File: src/rtl/dds_qmod_pkg.sv
package dds_qmod_pkg;
  localparam int unsigned DATA_W  = 14;
  localparam int unsigned FTW_W   = 32;
  localparam int unsigned SCALE_W = 8;
  localparam int unsigned PROF_N  = 4;
  localparam int unsigned PH_W    = 10;
  localparam int unsigned ADDR_W  = 8;

  typedef enum logic [1:0] {
    MODE_QUAD = 2'd0,
    MODE_TONE = 2'd1,
    MODE_PASS = 2'd2,
    MODE_RSVD = 2'd3
  } mode_e;

  localparam logic [ADDR_W-1:0] ADDR_MODE  = 8'h00;
  localparam logic [ADDR_W-1:0] ADDR_SCALE = 8'h01;
  localparam logic [ADDR_W-1:0] ADDR_FTW0  = 8'h10;
endpackage

File: src/rtl/dds_cfg_port.sv
module dds_cfg_port
  import dds_qmod_pkg::*;
#(
  parameter int unsigned FTW_W   = dds_qmod_pkg::FTW_W,
  parameter int unsigned SCALE_W = dds_qmod_pkg::SCALE_W,
  parameter int unsigned PROF_N  = dds_qmod_pkg::PROF_N,
  parameter int unsigned ADDR_W  = dds_qmod_pkg::ADDR_W
) (
  input  logic                           clk_i,
  input  logic                           rst_ni,
  input  logic                           sen_i,
  input  logic                           sdi_i,
  output mode_e                          mode_o,
  output logic [SCALE_W-1:0]             scale_o,
  output logic [PROF_N-1:0][FTW_W-1:0]   ftw_o
);
  localparam int unsigned FRAME_W = ADDR_W + FTW_W;
  localparam int unsigned CNT_W   = $clog2(FRAME_W + 2);
  localparam logic [CNT_W-1:0] CNT_FULL = CNT_W'(FRAME_W);
  localparam logic [CNT_W-1:0] CNT_MAX  = {CNT_W{1'b1}};

  logic [FRAME_W-1:0]           sh_q;
  logic [CNT_W-1:0]             cnt_q;
  mode_e                        mode_q;
  logic [SCALE_W-1:0]           scale_q;
  logic [PROF_N-1:0][FTW_W-1:0] ftw_q;

  logic               frame_ok;
  logic [ADDR_W-1:0]  addr;
  logic [FTW_W-1:0]   data;

  assign frame_ok = !sen_i && (cnt_q == CNT_FULL);
  assign addr     = sh_q[FRAME_W-1 -: ADDR_W];
  assign data     = sh_q[FTW_W-1:0];

  always_ff @(posedge clk_i or negedge rst_ni) begin
    if (!rst_ni) begin
      sh_q  <= '0;
      cnt_q <= '0;
    end else if (sen_i) begin
      sh_q <= {sh_q[FRAME_W-2:0], sdi_i};
      if (cnt_q != CNT_MAX) cnt_q <= cnt_q + 1'b1;
    end else begin
      cnt_q <= '0;
    end
  end

  always_ff @(posedge clk_i or negedge rst_ni) begin
    if (!rst_ni) begin
      mode_q  <= MODE_QUAD;
      scale_q <= SCALE_W'(1 << (SCALE_W - 1));
    end else if (frame_ok) begin
      if (addr == ADDR_MODE)  mode_q  <= mode_e'(data[1:0]);
      if (addr == ADDR_SCALE) scale_q <= data[SCALE_W-1:0];
    end
  end

  for (genvar p = 0; p < int'(PROF_N); p++) begin : g_ftw
    always_ff @(posedge clk_i or negedge rst_ni) begin
      if (!rst_ni) ftw_q[p] <= '0;
      else if (frame_ok && addr == ADDR_W'(int'(ADDR_FTW0) + p)) ftw_q[p] <= data;
    end
  end

  assign mode_o  = mode_q;
  assign scale_o = scale_q;
  assign ftw_o   = ftw_q;

  // a frame of the wrong length leaves every register untouched
  p_bad_len_ignored_r3: assert property (@(posedge clk_i) disable iff (!rst_ni)
    (!sen_i && cnt_q != '0 && cnt_q != CNT_FULL)
      |=> ($stable(mode_q) && $stable(scale_q) && $stable(ftw_q)));
endmodule

File: src/rtl/dds_nco.sv
module dds_nco #(
  parameter int unsigned FTW_W  = dds_qmod_pkg::FTW_W,
  parameter int unsigned PROF_N = dds_qmod_pkg::PROF_N,
  parameter int unsigned PH_W   = dds_qmod_pkg::PH_W,
  parameter int unsigned DATA_W = dds_qmod_pkg::DATA_W
) (
  input  logic                               clk_i,
  input  logic                               rst_ni,
  input  logic [PROF_N-1:0][FTW_W-1:0]       ftw_i,
  input  logic [$clog2(PROF_N)-1:0]          sel_i,
  output logic signed [DATA_W-1:0]           cos_o,
  output logic signed [DATA_W-1:0]           sin_o
);
  localparam int unsigned HALF_N  = 1 << (PH_W - 1);
  localparam int unsigned QUARTER = 1 << (PH_W - 2);
  localparam int unsigned AMP     = (1 << (DATA_W - 1)) - 1;
  localparam int unsigned SHIFT   = 2 * (PH_W - 1) - 2;
  localparam logic signed [DATA_W-1:0] MINV = {1'b1, {(DATA_W-1){1'b0}}};

  logic [FTW_W-1:0] acc_q;
  logic [FTW_W-1:0] ftw_sel;
  logic [PH_W-1:0]  ph_sin;
  logic [PH_W-1:0]  ph_cos;
  logic signed [DATA_W-1:0] cos_q, sin_q;

  // parabolic half-wave: 4x(N-x)/N^2 scaled to full amplitude
  function automatic logic signed [DATA_W-1:0] amp_of(input logic [PH_W-1:0] a);
    logic [63:0] x64;
    logic [63:0] m64;
    logic signed [DATA_W-1:0] m;
    x64 = 64'(a[PH_W-2:0]);
    m64 = (x64 * (64'(HALF_N) - x64) * 64'(AMP)) >> SHIFT;
    m   = DATA_W'(m64);
    return a[PH_W-1] ? -m : m;
  endfunction

  assign ftw_sel = ftw_i[sel_i];
  assign ph_sin  = acc_q[FTW_W-1 -: PH_W];
  assign ph_cos  = ph_sin + PH_W'(QUARTER);

  always_ff @(posedge clk_i or negedge rst_ni) begin
    if (!rst_ni) begin
      acc_q <= '0;
      cos_q <= DATA_W'(AMP);
      sin_q <= '0;
    end else begin
      acc_q <= acc_q + ftw_sel;
      cos_q <= amp_of(ph_cos);
      sin_q <= amp_of(ph_sin);
    end
  end

  assign cos_o = cos_q;
  assign sin_o = sin_q;

  // the two carriers are a quarter turn apart, so they never vanish together
  p_lo_quadrature_r4: assert property (@(posedge clk_i) disable iff (!rst_ni)
    !(cos_q == '0 && sin_q == '0));
  // carrier amplitude stays inside the symmetric range
  p_lo_range_r4: assert property (@(posedge clk_i) disable iff (!rst_ni)
    (cos_q != MINV) && (sin_q != MINV));
endmodule

File: src/rtl/dds_mixer.sv
module dds_mixer
  import dds_qmod_pkg::*;
#(
  parameter int unsigned DATA_W = dds_qmod_pkg::DATA_W
) (
  input  logic                     clk_i,
  input  logic                     rst_ni,
  input  mode_e                    mode_i,
  input  logic signed [DATA_W-1:0] i_i,
  input  logic signed [DATA_W-1:0] q_i,
  input  logic signed [DATA_W-1:0] cos_i,
  input  logic signed [DATA_W-1:0] sin_i,
  output logic signed [DATA_W-1:0] mix_o
);
  localparam int unsigned SUM_W = 2 * DATA_W + 1;
  localparam int unsigned EXT_W = SUM_W - DATA_W + 1;
  localparam logic signed [DATA_W-1:0] MAXV = {1'b0, {(DATA_W-1){1'b1}}};
  localparam logic signed [DATA_W-1:0] MINV = {1'b1, {(DATA_W-1){1'b0}}};

  logic signed [DATA_W-1:0] i_q, q_q, mix_q, mix_d;
  logic signed [SUM_W-1:0]  p_i, p_q, sum, sum_sh;

  function automatic logic signed [DATA_W-1:0] clip(input logic signed [SUM_W-1:0] v);
    if (v[SUM_W-1:DATA_W-1] == {EXT_W{v[SUM_W-1]}}) return v[DATA_W-1:0];
    return v[SUM_W-1] ? MINV : MAXV;
  endfunction

  always_ff @(posedge clk_i or negedge rst_ni) begin
    if (!rst_ni) begin
      i_q <= '0;
      q_q <= '0;
    end else begin
      i_q <= i_i;
      q_q <= q_i;
    end
  end

  always_comb begin
    p_i    = SUM_W'(i_q) * SUM_W'(cos_i);
    p_q    = SUM_W'(q_q) * SUM_W'(sin_i);
    sum    = p_i + p_q;
    sum_sh = sum >>> (DATA_W - 1);
    unique case (mode_i)
      MODE_TONE: mix_d = cos_i;
      MODE_PASS: mix_d = i_q;
      default:   mix_d = clip(sum_sh);
    endcase
  end

  always_ff @(posedge clk_i or negedge rst_ni) begin
    if (!rst_ni) mix_q <= '0;
    else         mix_q <= mix_d;
  end

  assign mix_o = mix_q;

  // all-positive operands can never produce a negative (wrapped) sum
  p_mix_no_wrap_r9: assert property (@(posedge clk_i) disable iff (!rst_ni)
    (mode_i == MODE_QUAD && !i_q[DATA_W-1] && !q_q[DATA_W-1]
      && !cos_i[DATA_W-1] && !sin_i[DATA_W-1]) |=> !mix_q[DATA_W-1]);
endmodule

File: src/rtl/dds_scaler.sv
module dds_scaler #(
  parameter int unsigned DATA_W  = dds_qmod_pkg::DATA_W,
  parameter int unsigned SCALE_W = dds_qmod_pkg::SCALE_W
) (
  input  logic                     clk_i,
  input  logic                     rst_ni,
  input  logic signed [DATA_W-1:0] mix_i,
  input  logic [SCALE_W-1:0]       scale_i,
  output logic signed [DATA_W-1:0] y_o
);
  localparam int unsigned PROD_W = DATA_W + SCALE_W + 1;
  localparam int unsigned EXT_W  = PROD_W - DATA_W + 1;
  localparam logic signed [DATA_W-1:0] MAXV = {1'b0, {(DATA_W-1){1'b1}}};
  localparam logic signed [DATA_W-1:0] MINV = {1'b1, {(DATA_W-1){1'b0}}};

  logic signed [PROD_W-1:0] prod, prod_sh;
  logic signed [DATA_W-1:0] y_q, y_d;

  always_comb begin
    prod    = PROD_W'(mix_i) * $signed({1'b0, scale_i});
    prod_sh = prod >>> (SCALE_W - 1);
    if (prod_sh[PROD_W-1:DATA_W-1] == {EXT_W{prod_sh[PROD_W-1]}})
      y_d = prod_sh[DATA_W-1:0];
    else
      y_d = prod_sh[PROD_W-1] ? MINV : MAXV;
  end

  always_ff @(posedge clk_i or negedge rst_ni) begin
    if (!rst_ni) y_q <= '0;
    else         y_q <= y_d;
  end

  assign y_o = y_q;

  // gain never flips the sign of the sample
  p_scale_pos_r9: assert property (@(posedge clk_i) disable iff (!rst_ni)
    !mix_i[DATA_W-1] |=> !y_q[DATA_W-1]);
  p_scale_neg_r9: assert property (@(posedge clk_i) disable iff (!rst_ni)
    mix_i[DATA_W-1] |=> (y_q[DATA_W-1] || y_q == '0));
endmodule

File: src/rtl/dds_qmod.sv
module dds_qmod
  import dds_qmod_pkg::*;
#(
  parameter int unsigned DATA_W  = dds_qmod_pkg::DATA_W,
  parameter int unsigned FTW_W   = dds_qmod_pkg::FTW_W,
  parameter int unsigned SCALE_W = dds_qmod_pkg::SCALE_W,
  parameter int unsigned PROF_N  = dds_qmod_pkg::PROF_N,
  parameter int unsigned PH_W    = dds_qmod_pkg::PH_W,
  parameter int unsigned ADDR_W  = dds_qmod_pkg::ADDR_W
) (
  input  logic                          clk_i,
  input  logic                          rst_ni,
  input  logic                          cfg_sen_i,
  input  logic                          cfg_sdi_i,
  input  logic [$clog2(PROF_N)-1:0]     prof_sel_i,
  input  logic signed [DATA_W-1:0]      i_data_i,
  input  logic signed [DATA_W-1:0]      q_data_i,
  output logic signed [DATA_W-1:0]      dac_o
);
  mode_e                        mode;
  logic [SCALE_W-1:0]           scale;
  logic [PROF_N-1:0][FTW_W-1:0] ftw;
  logic signed [DATA_W-1:0]     lo_cos, lo_sin, mix;

  dds_cfg_port #(
    .FTW_W(FTW_W), .SCALE_W(SCALE_W), .PROF_N(PROF_N), .ADDR_W(ADDR_W)
  ) u_cfg (
    .clk_i, .rst_ni,
    .sen_i(cfg_sen_i), .sdi_i(cfg_sdi_i),
    .mode_o(mode), .scale_o(scale), .ftw_o(ftw)
  );

  dds_nco #(
    .FTW_W(FTW_W), .PROF_N(PROF_N), .PH_W(PH_W), .DATA_W(DATA_W)
  ) u_nco (
    .clk_i, .rst_ni,
    .ftw_i(ftw), .sel_i(prof_sel_i),
    .cos_o(lo_cos), .sin_o(lo_sin)
  );

  dds_mixer #(.DATA_W(DATA_W)) u_mix (
    .clk_i, .rst_ni,
    .mode_i(mode), .i_i(i_data_i), .q_i(q_data_i),
    .cos_i(lo_cos), .sin_i(lo_sin), .mix_o(mix)
  );

  dds_scaler #(.DATA_W(DATA_W), .SCALE_W(SCALE_W)) u_scl (
    .clk_i, .rst_ni,
    .mix_i(mix), .scale_i(scale), .y_o(dac_o)
  );

  logic [1:0] age_q;
  always_ff @(posedge clk_i or negedge rst_ni) begin
    if (!rst_ni)              age_q <= '0;
    else if (age_q != 2'd3)   age_q <= age_q + 1'b1;
  end

  // pass-through delivers I two clocks later, whatever Q does
  p_pass_bypass_r7: assert property (@(posedge clk_i) disable iff (!rst_ni)
    (age_q >= 2'd2 && mode == MODE_PASS) |=> (mix == $past(i_data_i, 2)));
endmodule

File: config.mk
export PLATFORM = sky130hd
export DESIGN_NAME = dds_qmod
export DESIGN_NICKNAME = d
export VERILOG_FILES = /design/src/rtl/dds_qmod_pkg.sv /design/src/rtl/dds_cfg_port.sv /design/src/rtl/dds_nco.sv /design/src/rtl/dds_mixer.sv /design/src/rtl/dds_scaler.sv /design/src/rtl/dds_qmod.sv
export SDC_FILE = /design/constraint.sdc
export NUM_CORES = 2
export LEC_CHECK = 0
export CAP_MARGIN = 20
export CORE_MARGIN = 2
export CORE_UTILIZATION = 25
export CTS_BUF_LIST = sky130_fd_sc_hd__clkbuf_4 sky130_fd_sc_hd__clkbuf_8
export CTS_CLUSTER_SIZE = 20
export DETAILED_ROUTE_END_ITERATION = 10
export PLACE_DENSITY = 0.5
export SYNTH_ARGS = -nofsm -noshare
export SYNTH_HDL_FRONTEND = slang
export SYNTH_SLANG_ARGS = --single-unit
File: constraint.sdc
create_clock -name clk_i -period 23.7 [get_ports clk_i]
set_input_delay 4.74 -clock clk_i [delete_from_list [all_inputs] [get_ports clk_i]]
set_output_delay 4.74 -clock clk_i [all_outputs]
set_load 0.02 [all_outputs]
==> parameters.txt <==
Parameter                              Value

Logic synthesis
  Library cell with the largest summed area after synthesis    sky130_fd_sc_hd__fa_1
  Proportion of netlist area held by the largest area contributor    35.8%
  Average instance area after synthesis    10.2 um^2
  Share of the yosys chip area belonging to registers    16.3%
  Number of flops mapped to enable cells by yosys    0
  Post-synthesis instance area    46200 um^2
  Flip-flop and latch count after synthesis    300
  Flip-flop cell with the highest count after synthesis    sky130_fd_sc_hd__dfrtp_1
  Post-Synthesis Cells    4545
  Synth warn    0
  Async set-reset flop share out of synthesis    100%
  Number of distinct library cells after synthesis    78
  Most area-consuming cells after synthesis    sky130_fd_sc_hd__fa_1, sky130_fd_sc_hd__dfrtp_1, sky130_fd_sc_hd__ha_1

Worst setup path
  Cell seen most often among critical-path stages    sky130_fd_sc_hd__fa_1
  Path type of the worst setup path    reg -> reg
  Worst endpoint data arrival time    13400 ps
  Worst r2r path cells    42
  Startpoint Class    flip-flop
  CP max stage cell    sky130_fd_sc_hd__dfrtp_1
  Top cell family by delay on the critical path    adder cells
  Worst EP required    24250 ps
  Origin of the critical flop-to-flop path    u_nco.acc_q[23]$_DFF_PN0_
  R2R setup slack    10850 ps
  Destination of the worst register-to-register timing path    u_nco.cos_o[13]$_DFF_PN0_
  Maximum fanout along the worst path    11
  Number of buffers and inverters on the critical path    6
  Maximum cell stage delay along the critical path    570 ps
  Endpoint class of the critical path    flip-flop

Clocking
  Root buf cell    sky130_fd_sc_hd__clkbuf_8
  TritonCTS Buffers    55
  # hold bufs at CTS    0
  Number of resized instances in the post-cts repair step    0
  Clock transition at path regs    60 ps
  Max H-tree Level    2
  Clock latency on the worst-skew pair    710 ps
  CTS Sinks    300
  Maximum number of buffers from clock root to sink    3
  TritonCTS clock tree    yes
  Post-CTS Setup Bufs    0

STA
  Final Critical Period    12850 ps
  Relative slew slack    36.0%
  Fraction of the cycle the final worst path needs    54.2%
  Worst setup skew after layout    49.5 ps
  Fin. Hold Viols    0
  Setup total negative slack    0 ps
  Max frequency    77.8 MHz
  Final Max Slew Viols    0
  Slew at the pin closest to its max-slew limit    960 ps
  Unrepaired setup endpoints after global routing    false
  Setup slack of the critical path after layout    10850 ps
  Count of endpoints failing setup in the final report    0

Place
  Worst setup slack before clock tree synthesis    10870 ps
  Number of I/O port buffers    47
  Last weighted congestion value of the routability-driven placer    0.821
  Half-perimeter wire length of the detailed placement result    84800 um

Worst hold path
  Sink of the worst hold path    u_nco.acc_q[0]$_DFF_PN0_
  Hold Path Origin    u_nco.acc_q[0]$_DFF_PN0_
  Min-Delay Path Depth    1
  Class of the tightest hold or removal check    reg -> reg

Cells and area
  Share of cells above drive strength 1    8.23%
  Commonest cells after routing, fill and taps aside    sky130_fd_sc_hd__inv_1, sky130_fd_sc_hd__fa_1, sky130_fd_sc_hd__ha_1
  Final nets    5860
  Most common cell after layout, fill and taps aside    sky130_fd_sc_hd__inv_1
  Growth of design area from synthesis to finish    9.97%

Outcome
  Outcome    finished, final reports clean

Die
  Starting density of the core    25.2%
  Die width    434 um
  Top Ports    48
  Count of standard-cell rows    157
  Vertical extent of the die    434 um
  Overall die area    188000 um^2
  Core box area    183000 um^2

Drt
  Number of routed nets with antenna violations    0
  Via/cell ratio    4.23
  Detail-routed net length per standard cell    14.6 um
  Number of detailed-routing iterations run before antenna repair    5
  Count of routing violations after the opening detailed-route iteration    1342
  Wire length reported by the detailed router    104000 um
  Drc violations    0
  Routed via count    29982

Global routing
  Via count of the first global-routing pass    33697
  GRT Util Overall    11.6%
  Residual overflow from global routing    0
  Wire length of the first global-routing pass    177000 um
  Antenna violations before repair    2
  Pin count of the biggest net entering global routing    109

Flow run
  Max-cap violation count    0
[flip-flops by register name, summed over array words and instances, names as in the netlist]
| signal | count |
|---|---|
| u_cfg.cnt_q | 6 |
| u_cfg.sh_q | 40 |
| u_nco.acc_q | 32 |
| u_cfg.scale_o | 8 |
| u_cfg.mode_o | 2 |
| u_nco.sin_o | 14 |
| u_nco.cos_o | 14 |
| u_cfg.ftw_o | 128 |
| u_mix.i_q | 14 |
| u_mix.q_q | 14 |
| u_mix.mix_o | 14 |
| u_scl.y_o | 14 |
[synth_stat cells (10+ instances only)]
master / instances
sky130_fd_sc_hd__a211oi_1: 11
sky130_fd_sc_hd__a21boi_0: 13
sky130_fd_sc_hd__a21o_1: 57
sky130_fd_sc_hd__a21oi_1: 126
sky130_fd_sc_hd__a221oi_1: 16
sky130_fd_sc_hd__a31oi_1: 16
sky130_fd_sc_hd__and2_1: 242
sky130_fd_sc_hd__and3_1: 15
sky130_fd_sc_hd__clkbuf_1: 105
sky130_fd_sc_hd__dfrtp_1: 286
sky130_fd_sc_hd__dfstp_2: 14
sky130_fd_sc_hd__fa_1: 826
sky130_fd_sc_hd__ha_1: 428
sky130_fd_sc_hd__inv_1: 980
sky130_fd_sc_hd__mux2_2: 180
sky130_fd_sc_hd__mux4_2: 32
sky130_fd_sc_hd__nand2_1: 350
sky130_fd_sc_hd__nand2b_1: 85
sky130_fd_sc_hd__nand3_1: 27
sky130_fd_sc_hd__nor2_1: 150
sky130_fd_sc_hd__nor2b_1: 38
sky130_fd_sc_hd__nor3_1: 37
sky130_fd_sc_hd__nor3b_1: 11
sky130_fd_sc_hd__o211ai_1: 10
sky130_fd_sc_hd__o21a_1: 30
sky130_fd_sc_hd__o21ai_0: 92
sky130_fd_sc_hd__o21bai_1: 12
sky130_fd_sc_hd__or2_2: 10
sky130_fd_sc_hd__or3_1: 11
sky130_fd_sc_hd__xnor2_1: 145
sky130_fd_sc_hd__xor2_1: 73
[worst register-to-register path: cells and delay by family (launching register included)]
family | cells | cell delay (ps)
fa+ha+maj | 13 | 5920
compound gates | 15 | 3300
simple gates | 5 | 1640
xor+xnor | 3 | 680
buf+inv | 6 | 610
flops | 1 | 570
[kinds of logic after synthesis]
group                    Yosys count  share of synthesized area, %
AO/OA/AOI/OAI                    451                          6.39
XOR/XNOR                         218                          4.13
adder cells (fa/ha/maj)         1254                          47.3
buffers and inverters           1095                          8.90
flip-flops                       300                          16.3
multiplexers                     216                          6.03
other                              2                        0.0162
AND/OR/NAND/NOR                 1009                          10.9
[stage by stage]
stage / util [%] / hold slack (ps) / instance area, um^2 / instances
2_1_floorplan: - / 456 / 46300 / 4563
3_3_place_gp: 27.0 / 463 / 49600 / 6976
3_5_place_dp: 27.0 / 479 / 49600 / 6976
4_1_cts: 27.7 / 493 / 50800 / 7079
5_1_grt: 27.7 / 513 / 50900 / 7083
6_report: 27.7 / 491 / 50900 / 7083
[cell type report]
class                      instances  area (um^2)
tap                             2464         3080
inverter                         980         3680
sequential                       300         7520
clock inverter                    17          238
multi-input combinational       3168        34700
fill                           19378       133000
timing repair buffer              67          618
antenna                            1         2.50
clock buffer                      86         1020
[worst max-delay path by stage]
stage	depth (start not counted)	start	to	slack [ps]
after floorplan	42	u_nco.acc_q[22]$_DFF_PN0_	u_nco.cos_o[13]$_DFF_PN0_	11980
after global placement	42	u_nco.acc_q[23]$_DFF_PN0_	u_nco.cos_o[13]$_DFF_PN0_	11060
after detailed placement	42	u_nco.acc_q[23]$_DFF_PN0_	u_nco.cos_o[13]$_DFF_PN0_	10870
after CTS	42	u_nco.acc_q[23]$_DFF_PN0_	u_nco.cos_o[13]$_DFF_PN0_	10860
after global routing	42	u_nco.acc_q[23]$_DFF_PN0_	u_nco.cos_o[13]$_DFF_PN0_	9740
final	42	u_nco.acc_q[23]$_DFF_PN0_	u_nco.cos_o[13]$_DFF_PN0_	10850
[layer usage]
layer | track usage (%) | vias up | routed length, um
li1 | - | 14202 | -
met1 | 15.1 | 15352 | 46700
met2 | 20.4 | 308 | 52100
met3 | 1.13 | 118 | 2380
met4 | 3.09 | 2 | 2630
met5 | 0 | - | 13
Power is left out: the tool's default activity adds up to more than one toggle a clock period on the data nets, which glitch-free logic cannot reach.
